[config.mk]
export PLATFORM = sky130hd
export DESIGN_NAME = periph_window_decoder
export DESIGN_NICKNAME = d
export VERILOG_FILES = /design/src/rtl/pwd_pkg.sv /design/src/rtl/pwd_regs.sv /design/src/rtl/pwd_match.sv /design/src/rtl/pwd_prio.sv /design/src/rtl/periph_window_decoder.sv
export SDC_FILE = /design/constraint.sdc
export NUM_CORES = 1
export LEC_CHECK = 0
export ABC_AREA = 1
export BUFFER_PORTS_ARGS = -buffer_cell sky130_fd_sc_hd__buf_2
export CORE_ASPECT_RATIO = 0.75
export CORE_MARGIN = 2
export CORE_UTILIZATION = 42
export DETAILED_ROUTE_END_ITERATION = 8
export PLACE_DENSITY = 0.82
export SLEW_MARGIN = 20
export SYNTH_ARGS = -nofsm -noshare
export SYNTH_HDL_FRONTEND = slang
export SYNTH_SLANG_ARGS = --single-unit
[constraint.sdc]
create_clock -name clk -period 1.49 [get_ports clk]
set_input_delay 0.298 -clock clk [delete_from_list [all_inputs] [get_ports clk]]
set_output_delay 0.298 -clock clk [all_outputs]
set_load 0.05 [all_outputs]
[src/rtl/pwd_pkg.sv]
package pwd_pkg;

    localparam int AW = 32;
    localparam int DW = 32;
    localparam int NT = 4;

    typedef enum logic [1:0] {
        TGT_WIN   = 2'd0,
        TGT_RAM   = 2'd1,
        TGT_CACHE = 2'd2,
        TGT_SDRAM = 2'd3
    } target_e;

    typedef enum logic [1:0] {
        OFF_WIN_REG,
        OFF_RAM_REG,
        OFF_MODULE,
        OFF_RESERVED
    } off_kind_e;

    typedef struct packed {
        logic [1:0] base;
        logic       en;
    } win_reg_t;

    typedef struct packed {
        logic [15:0] base;
        logic        en;
    } ram_reg_t;

    function automatic off_kind_e classify_offset(
        input logic [29:0] off,
        input logic [29:0] reg_blk_end,
        input logic [29:0] mod_end
    );
        if (off < reg_blk_end) begin
            if (off[29:2] == 28'd0)      return OFF_WIN_REG;
            else if (off[29:2] == 28'd2) return OFF_RAM_REG;
            else                         return OFF_RESERVED;
        end else if (off < mod_end) begin
            return OFF_MODULE;
        end
        return OFF_RESERVED;
    endfunction

    function automatic logic [DW-1:0] win_to_word(input win_reg_t r);
        return {r.base, 29'd0, r.en};
    endfunction

    function automatic logic [DW-1:0] ram_to_word(input ram_reg_t r);
        return {r.base, 15'd0, r.en};
    endfunction

endpackage

[src/rtl/pwd_regs.sv]
module pwd_regs
    import pwd_pkg::*;
#(
    parameter logic [31:0] WIN_RST = 32'h4000_0001
) (
    input  logic            clk,
    input  logic            rst,
    input  logic            wr_win,
    input  logic            wr_ram,
    input  logic [DW-1:0]   wdata,
    output win_reg_t        win_q,
    output ram_reg_t        ram_q
);

    always_ff @(posedge clk) begin
        if (rst) begin
            win_q <= '{base: WIN_RST[31:30], en: WIN_RST[0]};
            ram_q <= '{base: 16'd0, en: 1'b0};
        end else begin
            if (wr_win) win_q <= '{base: wdata[31:30], en: wdata[0]};
            if (wr_ram) ram_q <= '{base: wdata[31:16], en: wdata[0]};
        end
    end

endmodule

[src/rtl/pwd_match.sv]
module pwd_match
    import pwd_pkg::*;
#(
    parameter logic [31:0] CACHE_BASE  = 32'h0000_0000,
    parameter int          CACHE_LOG2  = 24
) (
    input  logic [AW-1:0] addr,
    input  win_reg_t      win_q,
    input  ram_reg_t      ram_q,
    output logic [NT-1:0] hits
);

    localparam int CTAG = AW - CACHE_LOG2;

    always_comb begin
        hits = '0;
        hits[TGT_WIN]   = win_q.en && (addr[31:30] == win_q.base);
        hits[TGT_RAM]   = ram_q.en && (addr[31:16] == ram_q.base);
        hits[TGT_CACHE] = (addr[AW-1 -: CTAG] == CACHE_BASE[AW-1 -: CTAG]);
        hits[TGT_SDRAM] = 1'b1;
    end

endmodule

[src/rtl/pwd_prio.sv]
module pwd_prio
    import pwd_pkg::*;
(
    input  logic          valid,
    input  logic [NT-1:0] hits,
    output logic [NT-1:0] sel
);

    always_comb begin
        logic taken;
        sel   = '0;
        taken = 1'b0;
        for (int i = 0; i < NT; i++) begin
            if (valid && hits[i] && !taken) begin
                sel[i] = 1'b1;
                taken  = 1'b1;
            end
        end
    end

endmodule

[src/rtl/periph_window_decoder.sv]
module periph_window_decoder
    import pwd_pkg::*;
#(
    parameter logic [31:0] WIN_RST     = 32'h4000_0001,
    parameter logic [31:0] CACHE_BASE  = 32'h0000_0000,
    parameter int          CACHE_LOG2  = 24,
    parameter logic [29:0] REG_BLK_END = 30'h0000_0040,
    parameter logic [29:0] MOD_END     = 30'h0020_0000
) (
    input  logic          clk,
    input  logic          rst,
    input  logic          req_valid,
    input  logic [31:0]   req_addr,
    input  logic          req_write,
    input  logic [31:0]   req_wdata,
    output logic [3:0]    tgt_sel,
    output logic [31:0]   rd_data,
    output logic          err
);

    win_reg_t      win_q;
    ram_reg_t      ram_q;
    logic [NT-1:0] hits;
    off_kind_e     kind;
    logic          win_acc;
    logic          wr_win;
    logic          wr_ram;

    pwd_match #(
        .CACHE_BASE (CACHE_BASE),
        .CACHE_LOG2 (CACHE_LOG2)
    ) u_match (
        .addr  (req_addr),
        .win_q (win_q),
        .ram_q (ram_q),
        .hits  (hits)
    );

    pwd_prio u_prio (
        .valid (req_valid),
        .hits  (hits),
        .sel   (tgt_sel)
    );

    assign kind    = classify_offset(req_addr[29:0], REG_BLK_END, MOD_END);
    assign win_acc = tgt_sel[TGT_WIN];
    assign wr_win  = win_acc && req_write && (kind == OFF_WIN_REG);
    assign wr_ram  = win_acc && req_write && (kind == OFF_RAM_REG);

    pwd_regs #(
        .WIN_RST (WIN_RST)
    ) u_regs (
        .clk    (clk),
        .rst    (rst),
        .wr_win (wr_win),
        .wr_ram (wr_ram),
        .wdata  (req_wdata),
        .win_q  (win_q),
        .ram_q  (ram_q)
    );

    always_comb begin
        rd_data = '0;
        if (win_acc && !req_write) begin
            case (kind)
                OFF_WIN_REG: rd_data = win_to_word(win_q);
                OFF_RAM_REG: rd_data = ram_to_word(ram_q);
                default:     rd_data = '0;
            endcase
        end
    end

    assign err = win_acc && (kind == OFF_RESERVED);

endmodule

==> metrics.md <==
| Metric | Value |
|---|---|
| Crit. Startpoint | u_regs.win_q[2] |
| Outcome | complete, but fails checks |
| Crit path required time | 1190 ps |
| Via density per instance | 5.21 |
| DRC Markers | 0 |
| Initial antenna violation count | 0 |
| I/O Pins | 105 |
| Final hold viol count | 0 |
| Die area | 5600 sq um |
| First-pass GRT wire length | 12000 um |
| Vias in the first global route | 2512 |
| Critical path class | reg2out |
| Clock sinks | 20 |
| DPL Wire Length | 5250 um |
| Hold slack final | 205 ps |
| Worst setup margin | -549 ps |
| Overflow after GRT | 0 |
| Critical Path Fanout Max | 8 |
| Post-Syn Area | 2100 sq um |
| Failing checks | negative setup slack |
| Initial Util | 0.434 |
| Ys async rst share | 0 |
| Fin Setup TNS | -19190 ps |
| Final min period | 2040 ps |
| Total track usage | 0.273 |
| Worst setup SP type | flip-flop |
| DRT iter0 DRCs | 233 |
| Antenna diode count | 0 |
| # port buffers | 72 |
| Final Cell Area | 3930 sq um |
| Die X | 85.7 um |
| Routed WL | 8880 um |
| Area delta synth->final | 86.8% |
| CTS root buffer | clkbuf_8 |
| Final Wtd Congestion | 0.963 |
| Worst R2R Setup Slack | -490 ps |
| Main synth FF type | dfxtp_1 |
| Core Footprint | 4840 sq um |
| Layout cells sized above 1 | 0.633 |
| Drt first pass iters | 5 |
| Post-DRT Antenna Nets | 0 |
| Crit. End Element | output pin |
| Wire per inst | 16.4 um |
| Row Count | 22 |
| Lkg Pwr | 2.00 nW |
| Power Dens Cells | 358 nW/um^2 |
| Post-layout util | 0.811 |
| Beginning of the worst hold path | rst |
| RSZ-0062 raised after global routing | true |
| Placed Area | 3080 sq um |
| Reg-to-Reg End | u_regs.ram_q[5] |
| Max Cap Viol | 0 |
| Clock slew at reported path FFs | 70 ps |
| CTS Hold Bufs | 0 |
| Clock skew | 5.74 ps |
| Clk_lat worst skew | 260 ps |
| Flop and latch count out of synthesis | 20 |
| Max frequency | 490 MHz |
| Peak supply drop | 331 uV |
| CTS Buf Count | 3 |
| Endpoints failing setup | 42 |
| Die Ht | 65.3 um |
| R2R Path Start | u_regs.win_q[2] |
| Seq/Total Area, Yosys | 0.190 |
| Clock Path Buffers | 2 |
| Post-synthesis average cell area | 6.39 sq um |
| Synthesis Warnings | 0 |
| EDFF count, synth | 0 |
| Largest net degree at the start of global routing | 20 |
| CP endpoint | rd_data[24] |
| Cells after Synth | 329 |
| Vias | 2826 |
| Max Slew Vio Count | 0 |
| CTS H-tree lvls | 1 |
| R2R cell count | 15 |
| NumNets Final | 552 |
| TritonCTS clock tree | done |
| Min-Delay Path Class | in2reg |
| Synth cell types | 34 |
| Worst Path Arrival | 1740 ps |
| Final period utilization | 1.37 |
## cells in the mapped netlist (2+ instances only)
| library cell | n | area share |
|---|---|---|
| nand2_1 | 68 | 0.12 |
| nor2_1 | 48 | 0.086 |
| nand3_2 | 3 | 0.014 |
| or2_2 | 3 | 0.0089 |
| nor3_2 | 8 | 0.038 |
| inv_1 | 46 | 0.082 |
| nand4_1 | 24 | 0.071 |
| o22ai_1 | 2 | 0.0059 |
| dfxtp_1 | 20 | 0.19 |
| inv_2 | 6 | 0.011 |
| a21oi_1 | 3 | 0.0071 |
| o21ai_0 | 6 | 0.014 |
| buf_4 | 16 | 0.057 |
| nor3_1 | 7 | 0.017 |
| xor2_1 | 2 | 0.0083 |
| nand2_2 | 7 | 0.021 |
| buf_6 | 5 | 0.027 |
| nor2_2 | 23 | 0.068 |
| nand3b_1 | 2 | 0.0071 |
| nand3_1 | 6 | 0.014 |
| o211ai_1 | 2 | 0.0071 |
| nor2_4 | 9 | 0.048 |
| nand3_4 | 2 | 0.017 |
## what timing repair did
action	CTS	global route
gates resized for setup	107	69
pin swaps	20	54
setup buffers	11	11
endpoints found under the setup margin	42	42
cloned	5	2
## registers in the layout, summed over array words and instances (netlist names)
name / count
u_regs.win_q: 3
u_regs.ram_q: 17
## worst max-delay path, cell delays in order, from the launching register on
cell and delay, ps:
dfxtp_4 380, inv_2 40, nand2_2 70, nand3_4 100, nor2_4 120, inv_2 70, nor2_4 100, buf_6 140
inv_8 70, nor3_4 190, buf_6 180
## layer usage
| metal | part of all wire | global-route usage |
|---|---|---|
| met1 | 0.40 | 0.368 |
| met2 | 0.48 | 0.476 |
| met3 | 0.075 | 0.0289 |
| met4 | 0.043 | 0.0556 |
| met5 | 0 | 0 |
## logic make-up after synthesis
group / Yosys count / synth area share
buf+inv: 77 / 0.199
compound gates: 14 / 0.0387
other cells: 1 / 0.00178
xor+xnor: 3 / 0.0125
simple gates: 214 / 0.558
flops: 20 / 0.190
## where the power goes
part / internal [W] / leakage [nW] / switching (W)
Clock: 0.000181 / 0.0216 / 0.000190
Sequential: 0.000528 / 0.167 / 0.000000000000349
Combinational: 0.000200 / 1.81 / 0.000310
Total: 0.000909 / 2.00 / 0.000499
## worst min path at each step
stage / endpoint / depth (start not counted)
after detailed placement: u_regs.ram_q[8] / 2
final: u_regs.win_q[2] / 2
after floorplan: u_regs.win_q[2] / 1
after CTS: u_regs.win_q[2] / 2
after global placement: u_regs.ram_q[8] / 2
after global routing: u_regs.win_q[2] / 2
## cells in the final DEF (no fill, tap or decap), types with 3 or more instances in the layout
master	synthesis	layout
o21ai_0	6	3
nand4_1	24	24
nand3_4	2	4
dfxtp_4	0	3
nor3_4	1	14
or2_4	0	3
clkbuf_8	1	3
nand3_2	3	6
dfxtp_1	20	9
buf_6	5	43
buf_8	0	6
nor2_1	48	35
inv_2	6	16
buf_4	16	60
o21ai_1	0	3
nor2_2	23	26
nand2_4	1	8
buf_12	1	4
nor2_4	9	19
nand2_2	7	24
buf_2	0	41
conb_1	1	15
inv_1	46	34
a21oi_4	0	3
dfxtp_2	0	8
nand2_1	68	43
## stage by stage
stage | worst slack, ps | cells | power (W)
2_1_floorplan | -640 | 343 | 0.000811
3_3_place_gp | -456 | 514 | 0.000934
3_5_place_dp | -481 | 514 | 0.000939
4_1_cts | -484 | 532 | 0.00133
5_1_grt | -585 | 542 | 0.00144
6_report | -549 | 542 | 0.00141
## layout make-up
| cell class | instances | area (sq um) |
|---|---|---|
| timing repair buffer | 158 | 1420 |
| clock buffer | 3 | 41.3 |
| multi-input combinational | 246 | 1740 |
| tap | 60 | 75.1 |
| sequential | 20 | 422 |
| inverter | 54 | 218 |
| timing repair inverter | 1 | 16.3 |
| fill | 284 | 916 |
(Power assumes the default switching activity.)
